==> src/rtl/tex_addr_pkg.sv <==
package tex_addr_pkg;
    parameter int COORD_W  = 24;
    parameter int FRAC_W   = 8;
    parameter int ADDR_W   = 32;
    parameter int LOG_W    = 4;
    parameter int MAX_LOG2 = 11;

    localparam int IDX_W      = COORD_W - FRAC_W;
    localparam int NUM_LEVELS = MAX_LOG2 + 1;
    localparam int NUM_TAPS   = 4;

    typedef struct packed {
        logic [ADDR_W-1:0] lvl_base;
        logic [LOG_W-1:0]  wl;
        logic [IDX_W-1:0]  x0;
        logic [IDX_W-1:0]  x1;
        logic [IDX_W-1:0]  y0;
        logic [IDX_W-1:0]  y1;
        logic [FRAC_W-1:0] fu;
        logic [FRAC_W-1:0] fv;
    } stage_a_t;

    typedef struct packed {
        logic [NUM_TAPS-1:0][ADDR_W-1:0] addr;
        logic [FRAC_W-1:0]               fu;
        logic [FRAC_W-1:0]               fv;
    } stage_b_t;

    typedef struct packed {
        logic     a_vld;
        stage_a_t a;
        logic     b_vld;
        stage_b_t b;
    } pipe_t;
endpackage

==> src/rtl/tex_level_base.sv <==
module tex_level_base
    import tex_addr_pkg::*;
#(
    parameter int TILE_LOG2 = 3
) (
    input  logic [ADDR_W-1:0] base,
    input  logic [LOG_W-1:0]  wlog2,
    input  logic [LOG_W-1:0]  hlog2,
    input  logic [LOG_W-1:0]  level,
    output logic [ADDR_W-1:0] lvl_base,
    output logic [LOG_W-1:0]  wl,
    output logic [LOG_W-1:0]  hl
);
    localparam int TEXEL_SHIFT = 2 * TILE_LOG2 + 2;

    logic [LOG_W-1:0] top_lvl;
    logic [LOG_W-1:0] lvl;

    always_comb begin : base_sum
        int tx;
        int ty;
        top_lvl  = (wlog2 > hlog2) ? wlog2 : hlog2;
        lvl      = (level > top_lvl) ? top_lvl : level;
        wl       = (wlog2 > lvl) ? wlog2 - lvl : '0;
        hl       = (hlog2 > lvl) ? hlog2 - lvl : '0;
        lvl_base = base;
        for (int k = 0; k < NUM_LEVELS; k++) begin
            tx = int'(wlog2) - k - TILE_LOG2;
            ty = int'(hlog2) - k - TILE_LOG2;
            if (tx < 0) tx = 0;
            if (ty < 0) ty = 0;
            if (k < int'(lvl)) begin
                lvl_base = lvl_base + (ADDR_W'(1) << (tx + ty + TEXEL_SHIFT));
            end
        end
    end
endmodule

==> src/rtl/tex_axis_wrap.sv <==
module tex_axis_wrap
    import tex_addr_pkg::*;
(
    input  logic [COORD_W-1:0] coord,
    input  logic [LOG_W-1:0]   dlog,
    output logic [IDX_W-1:0]   i0,
    output logic [IDX_W-1:0]   i1,
    output logic [FRAC_W-1:0]  frac
);
    localparam logic [COORD_W-1:0] HALF = COORD_W'(1) << (FRAC_W - 1);

    logic [COORD_W-1:0] shifted;
    logic [IDX_W-1:0]   mask;

    always_comb begin
        shifted = coord - HALF;
        mask    = IDX_W'((32'd1 << dlog) - 32'd1);
        frac    = shifted[FRAC_W-1:0];
        i0      = shifted[COORD_W-1:FRAC_W] & mask;
        i1      = (i0 + IDX_W'(1)) & mask;
    end
endmodule

==> src/rtl/tex_tile_addr.sv <==
module tex_tile_addr
    import tex_addr_pkg::*;
#(
    parameter int TILE_LOG2 = 3
) (
    input  logic [ADDR_W-1:0] lvl_base,
    input  logic [LOG_W-1:0]  wl,
    input  logic [IDX_W-1:0]  x,
    input  logic [IDX_W-1:0]  y,
    output logic [ADDR_W-1:0] addr
);
    localparam logic [LOG_W-1:0] TL = LOG_W'(TILE_LOG2);

    logic [LOG_W-1:0]       txl;
    logic [IDX_W-1:0]       tile_x;
    logic [IDX_W-1:0]       tile_y;
    logic [ADDR_W-1:0]      tile_idx;
    logic [2*TILE_LOG2-1:0] inner;
    logic [ADDR_W-1:0]      offs;

    always_comb begin
        txl      = (wl > TL) ? wl - TL : '0;
        tile_x   = x >> TILE_LOG2;
        tile_y   = y >> TILE_LOG2;
        tile_idx = (ADDR_W'(tile_y) << txl) | ADDR_W'(tile_x);
        inner    = {y[TILE_LOG2-1:0], x[TILE_LOG2-1:0]};
        offs     = (tile_idx << (2 * TILE_LOG2)) | ADDR_W'(inner);
        addr     = lvl_base + (offs << 2);
    end
endmodule

==> src/rtl/tex_bilinear_addr_gen.sv <==
module tex_bilinear_addr_gen
    import tex_addr_pkg::*;
#(
    parameter int TILE_LOG2 = 3
) (
    input  logic                clk,
    input  logic                rst_n,
    input  logic                req_valid,
    output logic                req_ready,
    input  logic [COORD_W-1:0]  req_u,
    input  logic [COORD_W-1:0]  req_v,
    input  logic [LOG_W-1:0]    req_level,
    input  logic [LOG_W-1:0]    req_wlog2,
    input  logic [LOG_W-1:0]    req_hlog2,
    input  logic [ADDR_W-1:0]   req_base,
    output logic                out_valid,
    input  logic                out_ready,
    output logic [ADDR_W-1:0]   out_addr0,
    output logic [ADDR_W-1:0]   out_addr1,
    output logic [ADDR_W-1:0]   out_addr2,
    output logic [ADDR_W-1:0]   out_addr3,
    output logic [FRAC_W-1:0]   out_frac_u,
    output logic [FRAC_W-1:0]   out_frac_v
);
    pipe_t pipe_d, pipe_q;

    logic [ADDR_W-1:0] lb_base;
    logic [LOG_W-1:0]  lb_wl;
    logic [LOG_W-1:0]  lb_hl;

    logic [COORD_W-1:0] ax_coord [2];
    logic [LOG_W-1:0]   ax_dlog  [2];
    logic [IDX_W-1:0]   ax_i0    [2];
    logic [IDX_W-1:0]   ax_i1    [2];
    logic [FRAC_W-1:0]  ax_frac  [2];

    logic [ADDR_W-1:0]  tap_addr [NUM_TAPS];

    logic adv_a, adv_b;

    tex_level_base #(.TILE_LOG2(TILE_LOG2)) u_lvl (
        .base     (req_base),
        .wlog2    (req_wlog2),
        .hlog2    (req_hlog2),
        .level    (req_level),
        .lvl_base (lb_base),
        .wl       (lb_wl),
        .hl       (lb_hl)
    );

    assign ax_coord[0] = req_u;
    assign ax_coord[1] = req_v;
    assign ax_dlog[0]  = lb_wl;
    assign ax_dlog[1]  = lb_hl;

    for (genvar g = 0; g < 2; g++) begin : g_axis
        tex_axis_wrap u_ax (
            .coord (ax_coord[g]),
            .dlog  (ax_dlog[g]),
            .i0    (ax_i0[g]),
            .i1    (ax_i1[g]),
            .frac  (ax_frac[g])
        );
    end

    for (genvar g = 0; g < NUM_TAPS; g++) begin : g_tap
        tex_tile_addr #(.TILE_LOG2(TILE_LOG2)) u_tap (
            .lvl_base (pipe_q.a.lvl_base),
            .wl       (pipe_q.a.wl),
            .x        ((g % 2 == 1) ? pipe_q.a.x1 : pipe_q.a.x0),
            .y        ((g / 2 == 1) ? pipe_q.a.y1 : pipe_q.a.y0),
            .addr     (tap_addr[g])
        );
    end

    always_comb begin
        pipe_d = pipe_q;
        adv_b  = !pipe_q.b_vld || out_ready;
        adv_a  = !pipe_q.a_vld || adv_b;
        if (adv_b) begin
            pipe_d.b_vld = pipe_q.a_vld;
            for (int t = 0; t < NUM_TAPS; t++) pipe_d.b.addr[t] = tap_addr[t];
            pipe_d.b.fu = pipe_q.a.fu;
            pipe_d.b.fv = pipe_q.a.fv;
        end
        if (adv_a) begin
            pipe_d.a_vld      = req_valid;
            pipe_d.a.lvl_base = lb_base;
            pipe_d.a.wl       = lb_wl;
            pipe_d.a.x0       = ax_i0[0];
            pipe_d.a.x1       = ax_i1[0];
            pipe_d.a.y0       = ax_i0[1];
            pipe_d.a.y1       = ax_i1[1];
            pipe_d.a.fu       = ax_frac[0];
            pipe_d.a.fv       = ax_frac[1];
        end
    end

    always_ff @(posedge clk) begin
        if (!rst_n) pipe_q <= '0;
        else        pipe_q <= pipe_d;
    end

    assign req_ready  = adv_a;
    assign out_valid  = pipe_q.b_vld;
    assign out_addr0  = pipe_q.b.addr[0];
    assign out_addr1  = pipe_q.b.addr[1];
    assign out_addr2  = pipe_q.b.addr[2];
    assign out_addr3  = pipe_q.b.addr[3];
    assign out_frac_u = pipe_q.b.fu;
    assign out_frac_v = pipe_q.b.fv;
endmodule

==> config.mk <==
export PLATFORM = sky130hd
export DESIGN_NAME = tex_bilinear_addr_gen
export DESIGN_NICKNAME = d
export VERILOG_FILES = /design/src/rtl/tex_addr_pkg.sv /design/src/rtl/tex_level_base.sv /design/src/rtl/tex_axis_wrap.sv /design/src/rtl/tex_tile_addr.sv /design/src/rtl/tex_bilinear_addr_gen.sv
export SDC_FILE = /design/constraint.sdc
export NUM_CORES = 2
export LEC_CHECK = 0
export ABC_CLOCK_PERIOD_IN_PS = 27400
export BUFFER_PORTS_ARGS = -buffer_cell sky130_fd_sc_hd__clkbuf_2
export CORE_MARGIN = 5
export CORE_UTILIZATION = 31
export DETAILED_ROUTE_END_ITERATION = 7
export HOLD_SLACK_MARGIN = 0.06
export SETUP_SLACK_MARGIN = 0.5
export SLEW_MARGIN = 20
export SYNTH_ARGS = -nofsm -noshare
export SYNTH_HDL_FRONTEND = slang
export SYNTH_SLANG_ARGS = --single-unit
==> constraint.sdc <==
create_clock -name clk -period 27.4 [get_ports clk]
set_clock_uncertainty 0.15 [all_clocks]
set_input_delay 1.37 -clock clk [delete_from_list [all_inputs] [get_ports clk]]
set_output_delay 1.37 -clock clk [all_outputs]
set_load 0.01 [all_outputs]
# Word level (Yosys, flattened, before mapping)
# Index checks and enable logic that the tools add are counted.
[word_totals]
reg_bits = 262
out_inout_bits = 146
word_cells = 223
[op_classes]
addsub = 93
n_lt_le_gt_ge = 41
n_shift = 16
muxes = 41
bitwise_logic = 12
n_reduce_logical = 4
[op_table]
columns = ["cell", "n"]
rows = [
  ["$mux W32", 36],
  ["$add A32 B32 Y32", 28],
  ["$lt A32 B1 Y1 const B", 24],
  ["$sub A32 B3 Y32 const B", 22],
  ["$add A32 B5 Y32 const B", 12],
  ["$shl A1 B32 Y32 const A", 12],
  ["$or A30 B6 Y30", 4],
  ["$or A24 B13 Y24", 4],
  ["$and A16 B16 Y16", 4],
  ["$shl A13 B4 Y24", 2],
  ["$sub A24 B8 Y24 const B", 2],
  ["$sub A4 B3 Y5 const B", 8],
  ["$sub A4 B4 Y5 const B", 8],
  ["$add A16 B1 Y16 const B", 2],
  ["$shl A1 B4 Y16 const A", 2],
  ["$sub A16 B1 Y16 const B", 2],
  ["$mux W4", 5],
  ["$sub A4 B2 Y5 const B", 4],
  ["$gt A4 B4 Y1", 4],
  ["$lt A3 B4 Y1 const A", 4],
  ["$lt A4 B4 Y1 const A", 4],
  ["$sub A4 B1 Y5 const B", 2],
  ["$lt A1 B4 Y1 const A", 2],
  ["$lt A2 B4 Y1 const A", 2],
  ["other kinds (5)", 8],
]

# Depth between registers and ports, before layout
[depth]
ltp_word = 30
mapped_depth = 126
ltp_nobuf = 123

# Hierarchy
# From an unflattened synthesis, not the netlist that was laid out.
[unflattened]
hier_cells = 8064
area_unflattened_um2 = 55281.8
[by_module_without_submodules]
columns = ["mod", "instances", "cells_per_inst", "area_per_inst_um2"]
rows = [
  ["tex_level_base", 1, 5086, 32900.3],
  ["tex_bilinear_addr_gen", 1, 1291, 10606.4],
  ["tex_tile_addr at g_tap[0].u_tap ...", 3, 338, 2331.0],
  ["tex_axis_wrap", 2, 168, 1214.9],
  ["tex_tile_addr at g_tap[3].u_tap", 1, 337, 2352.3],
]

# Least setup slack after synthesis
# OpenSTA, ideal clock, no wires.
[synth_timing]
path_kind = "input to register"
start = "input req_hlog2[3]"
end = "register pipe_q[260] (netlist bit)"
setup_ps = 114
arrival_time_ps = 22272
t_required_ps = 27136
setup_slack_ps = 4864
path_stages = 115
n_path_buf = 3
cell_sequence = "clkbuf_1 clkinv_1 ha_1 a21oi_1 nand2_1 ha_1 clkbuf_1 and2_1 ha_1 ha_1 clkbuf_1 a211oi_1 a2111oi_0 a2111oi_0 a31oi_1 a2111oi_0 nand3_1 nor4_1 (+79 left out) nor2b_1 nor3_1 a21oi_1 o21ai_0 or3_1 ha_1 a21o_1 a21o_1 a21oi_1 o21ai_0 a21oi_1 a211o_1 nand2_1 xnor2_1 xnor2_1 xor3_1 nand2_1 a21oi_2"
[synth_between]
elab_chain_len = 30
word_cells_on_any_way = 122
cone_classes = "add/sub: 58; order compare: 26; shift: 12; mux: 26"
[synth_rtl]
columns = ["element", "line", "rtl"]
rows = [
  ["start: declaration", "tex_bilinear_addr_gen.sv:14", "input logic [LOG_W-1:0] req_hlog2,"],
  ["$sub A4 B2 Y5", "tex_level_base.sv:29", "ty = int'(hlog2) - k - TILE_LOG2;"],
  ["$lt A32 B1 Y1", "tex_level_base.sv:31", "if (ty < 0) ty = 0;"],
  ["$mux W32", "tex_level_base.sv:31", ""],
  ["$add A32 B32 Y32", "tex_level_base.sv:33", "lvl_base = lvl_base + (ADDR_W'(1) << (tx + ty + TEXEL_SHIFT));"],
  ["$add A32 B5 Y32", "tex_level_base.sv:33", ""],
  ["$shl A1 B32 Y32", "tex_level_base.sv:33", ""],
  ["$add A32 B32 Y32", "tex_level_base.sv:33", ""],
  ["$mux W32", "tex_level_base.sv:32", "if (k < int'(lvl)) begin"],
  ["(+14 left out)", "n/a", ""],
  ["$add A32 B32 Y32", "tex_level_base.sv:33", ""],
  ["$mux W32", "tex_level_base.sv:32", ""],
  ["$add A32 B32 Y32", "tex_level_base.sv:33", ""],
  ["$mux W32", "tex_level_base.sv:32", ""],
  ["$add A32 B32 Y32", "tex_level_base.sv:33", ""],
  ["$mux W32", "tex_level_base.sv:32", ""],
  ["$add A32 B32 Y32", "tex_level_base.sv:33", ""],
  ["$mux W32 (*)", "tex_level_base.sv:32", ""],
  ["end signal: assignment", "tex_bilinear_addr_gen.sv:101", "else pipe_q <= pipe_d;"],
  ["end: declaration", "tex_bilinear_addr_gen.sv:25", "pipe_t pipe_d, pipe_q;"],
]
# Every way passes the cells marked *; elsewhere a longest branch is shown, timed or not.
# A chain may end at the register's enable or synchronous reset.

# Final worst setup path
[layout_timing]
start = "input req_wlog2[1]"
end = "register pipe_q[260] (netlist bit)"
[layout_between]
elab_chain_len = 30
word_cells_on_any_way = 122
cone_classes = "add/sub: 58; order compare: 26; shift: 12; mux: 26"
[layout_rtl]
columns = ["element", "line", "rtl"]
rows = [
  ["start: declaration", "tex_bilinear_addr_gen.sv:13", "input logic [LOG_W-1:0] req_wlog2,"],
  ["$sub A4 B2 Y5", "tex_level_base.sv:28", "tx = int'(wlog2) - k - TILE_LOG2;"],
  ["$lt A32 B1 Y1", "tex_level_base.sv:30", "if (tx < 0) tx = 0;"],
  ["$mux W32", "tex_level_base.sv:30", ""],
  ["$add A32 B32 Y32", "tex_level_base.sv:33", ""],
  ["$add A32 B5 Y32", "tex_level_base.sv:33", ""],
  ["$shl A1 B32 Y32", "tex_level_base.sv:33", ""],
  ["$add A32 B32 Y32", "tex_level_base.sv:33", ""],
  ["$mux W32", "tex_level_base.sv:32", ""],
  ["(+14 left out)", "n/a", ""],
  ["$add A32 B32 Y32", "tex_level_base.sv:33", ""],
  ["$mux W32", "tex_level_base.sv:32", ""],
  ["$add A32 B32 Y32", "tex_level_base.sv:33", ""],
  ["$mux W32", "tex_level_base.sv:32", ""],
  ["$add A32 B32 Y32", "tex_level_base.sv:33", ""],
  ["$mux W32", "tex_level_base.sv:32", ""],
  ["$add A32 B32 Y32", "tex_level_base.sv:33", ""],
  ["$mux W32 (*)", "tex_level_base.sv:32", ""],
]
# Marked as above.

==> impl_results.md <==
- Area occupied by multi-input gates: 58080 um^2
- Reg2reg setup slack: 21.45 ns
- Worst setup margin: a little over 2 ns
- Number of max-cap violations: 0
- Final Total Pwr: 4.608 mW
- Worst reg2reg startpoint: pipe_q[228]
- Tcrit/Tclk final: 0.9248
- Cell taking the most area after synthesis: ha_1
- Reg2Reg Capture Point: out_addr1[27]
- Worst hold slack: about 0.3 ns
- Number of top-level pins: around 240
- Area occupied by registers: 5005 um^2
- Setup TNS: 0 ns
- P_leak: between 30 and 40 nW
- Drt pass-1 iters: 6
- Post-DP HPWL: ~190 mm
- Minimum clock period after layout: 25.34 ns
- Core Area: 214600 um^2
- Initial drt markers: 6153
- Setup violations, final: 0
- Yosys top cell area share: 0.1962
- RSZ-0062 raised after global routing: no
- Worst Hold End: out_addr3[15]
- Worst Path Max Fanout: 10
- Synth top cells by count: nor2_1 (1113), nand2_1 (1112), ha_1 (1048), a21oi_1 (874), o21ai_0 (601)
- Ys flop type: dfxtp_1
- Share of cells above drive strength 1: 0.06652
- Final slew viol count: 0
- Worst hold start: out_addr3[15]
- Status: finished, final reports clean
- CTS max path bufs: 3
- CTS root buf: clkbuf_16
- Drt drc: 0
- EDFF count, synth: 0
- Htree depth: 1
- Crit path top cell by count: ha_1
- Hold WC Path Type: flop to flop
- Pwr Density: 65.01 nW/um^2
- Top Family by Delay on Critical Path: compound AO/OA/AOI/OAI gates
- DP Worst Slack: between 0.7 and 0.8 ns
- Worst-skew pair later-pin latency: 0.57 ns
- Rows: 170
- WP data arrival: 25.60 ns
- Vias in the first global route: around 63000
- Initial Util: 0.3113
- Synth warnings: 0
- Most frequent cell after synthesis: nor2_1
- Startpoint Class: input pin
- WS Path Type: input pin to flop
- Fill count: ~23000
- Final Hold Viols: 0
- Clk pin slew, worst setup/hold paths: 0.06 ns
- WL/cell: between 15 and 20 um
- Area Growth Syn to Fin: 6.076%
- GRT Util Overall: 0.1953
- Die height: 474.3 um
- # clock sinks: 250
- CTS tree: done
- Max-slew headroom: 0.2427
- Number of nets in the layout: 10837
- Largest net degree at the start of global routing: 101
- Average size of a mapped cell: between 6 and 7 um^2
- Vias: 69930
- Syn Inst Count: between 9000 and 10000
- Reg2Reg Depth: 17
- Via/cell ratio: about 5.6
- Routed wire length: 234.9 mm
- Port bufs: 239
- Worst slew pin tran: 1.104 ns
- Register area share after synthesis: 0.07490
- #FFs+latches synth: 250
- Worst stage delay on the critical path: 0.58 ns
- Worst VDD drop: 0.05115 mV
- First-pass GRT wire length: 358.9 mm
- Crit end category: flop
- Cell variety after synth: 106
- Die width: 474.3 um
- Final GP Congestion: 0.9698
- Hold Path Depth: 2
- Slowest-stage cell, CP: a22oi_1
- Antenna violations before repair: 19
- Die area: 224900 um^2
- Largest cells by area after synthesis: ha_1 (20%), dfxtp_1 (7.5%), a21oi_1 (6.5%)
- Detail Route Antenna Nets: 0
- Synth async-reset ratio: 0
- Grt ovf: 0
- Worst Path Required: 27.66 ns
- Total CTS buffers: 26
- Cell area after technology mapping: ~67000 um^2
- Achievable frequency: 39.46 MHz
- CP bufs+invs: 8
[area by class of cell]
cell class | instances | area share
repair buffers | 328 | 0.02634
multi-input cells | 8668 | 0.8195
clock inverters | 15 | 0.002418
inverters | 389 | 0.02074
diodes | 16 | 0.0005649
flip-flops and latches | 250 | 0.07061
well taps | 2838 | 0.05010
clock buffers | 31 | 0.009744
[cell families (layout without fill, tap and decap cells)]
family          count (synthesis)  after routing  synth area share
fa+ha+maj                    1078           1078            0.2052
compound gates               2847           2847            0.2719
simple gates                 4004           4004            0.2873
xor+xnor                      548            548           0.07226
mux                           183            183           0.02858
buf+inv                       899            763           0.05975
flops                         250            250           0.07490
other cells                     1             24        0.00005612
[cell usage in the layout (no fill, tap or decap), drive strengths merged, types with 31 or more instances in the layout]
cell       n
nand3    236
mux2i    121
o21bai    75
o21a     157
a21oi    876
nand2   1112
nand3b    33
a21boi    56
o31ai     53
a21o     264
nor3b     35
nor4      81
nand2b   161
mux2      62
and3      79
nor2b    260
inv      383
a31oi    118
dfxtp    250
o21ai    616
xor2     183
xnor2    363
o211ai    82
a211o     35
o22ai     31
nand4     90
nor2    1113
or3       99
and2     262
a211oi   110
or2      103
ha      1048
clkbuf   270
nor3     247
buf       89
[state kept, by name, indices dropped and copies added, names as in the netlist]
signal	cells
out_addr0	32
out_addr2	27
out_addr3	27
pipe_q	117
out_frac_v	8
out_frac_u	8
out_addr1	30
out_valid	1
[tightest hold or removal path, delay by kind of cell (launching register included)]
kind | cells | cell delay, ns
flops | 1 | 0.31
simple gates | 1 | 0.05
compound gates | 1 | 0.05
[worst max-delay path by stage]
stage                 start           to  slack (ns)  cells after the start
4_1_cts        req_hlog2[1]  pipe_q[260]        1.28                    115
5_1_grt        req_wlog2[1]  pipe_q[260]        0.48                    114
3_5_place_dp   req_hlog2[1]  pipe_q[260]        0.79                    115
3_3_place_gp   req_hlog2[1]  pipe_q[260]        0.85                    113
6_report       req_wlog2[1]  pipe_q[260]        2.06                    115
2_1_floorplan  req_hlog2[3]  pipe_q[260]        4.86                    115
[routing by layer]
layer  GRT usage  wire [um]
met1      0.2689     107200
met2      0.3199     103900
met3     0.01912      15120
met4     0.06169       8542
met5           0         42
[metrics by stage]
step / cells / area (um^2) / util
global route: 12523 / 70850 / 0.3301
CTS: 12517 / 70700 / 0.3294
floorplan: 9817 / 66840 / -
global placement: 12471 / 69830 / 0.3254
detailed placement: 12471 / 69840 / 0.3254
finish: 12535 / 70880 / 0.3303
[power by group]
part	internal, mW	total [mW]	switching, mW	leakage (nW)
logic	1.37	3.67	2.30	29.8
registers	0.469	0.571	0.102	2.06
clock network	0.209	0.370	0.161	0.413
total	2.05	4.61	2.56	32.3
[repair_timing]
item,CTS,global route
buffers inserted,0,2
setup endpoints to repair,0,6
gates resized for setup,0,37
hold buffers,0,0
Note: power is estimated with default switching activity, not from simulation.
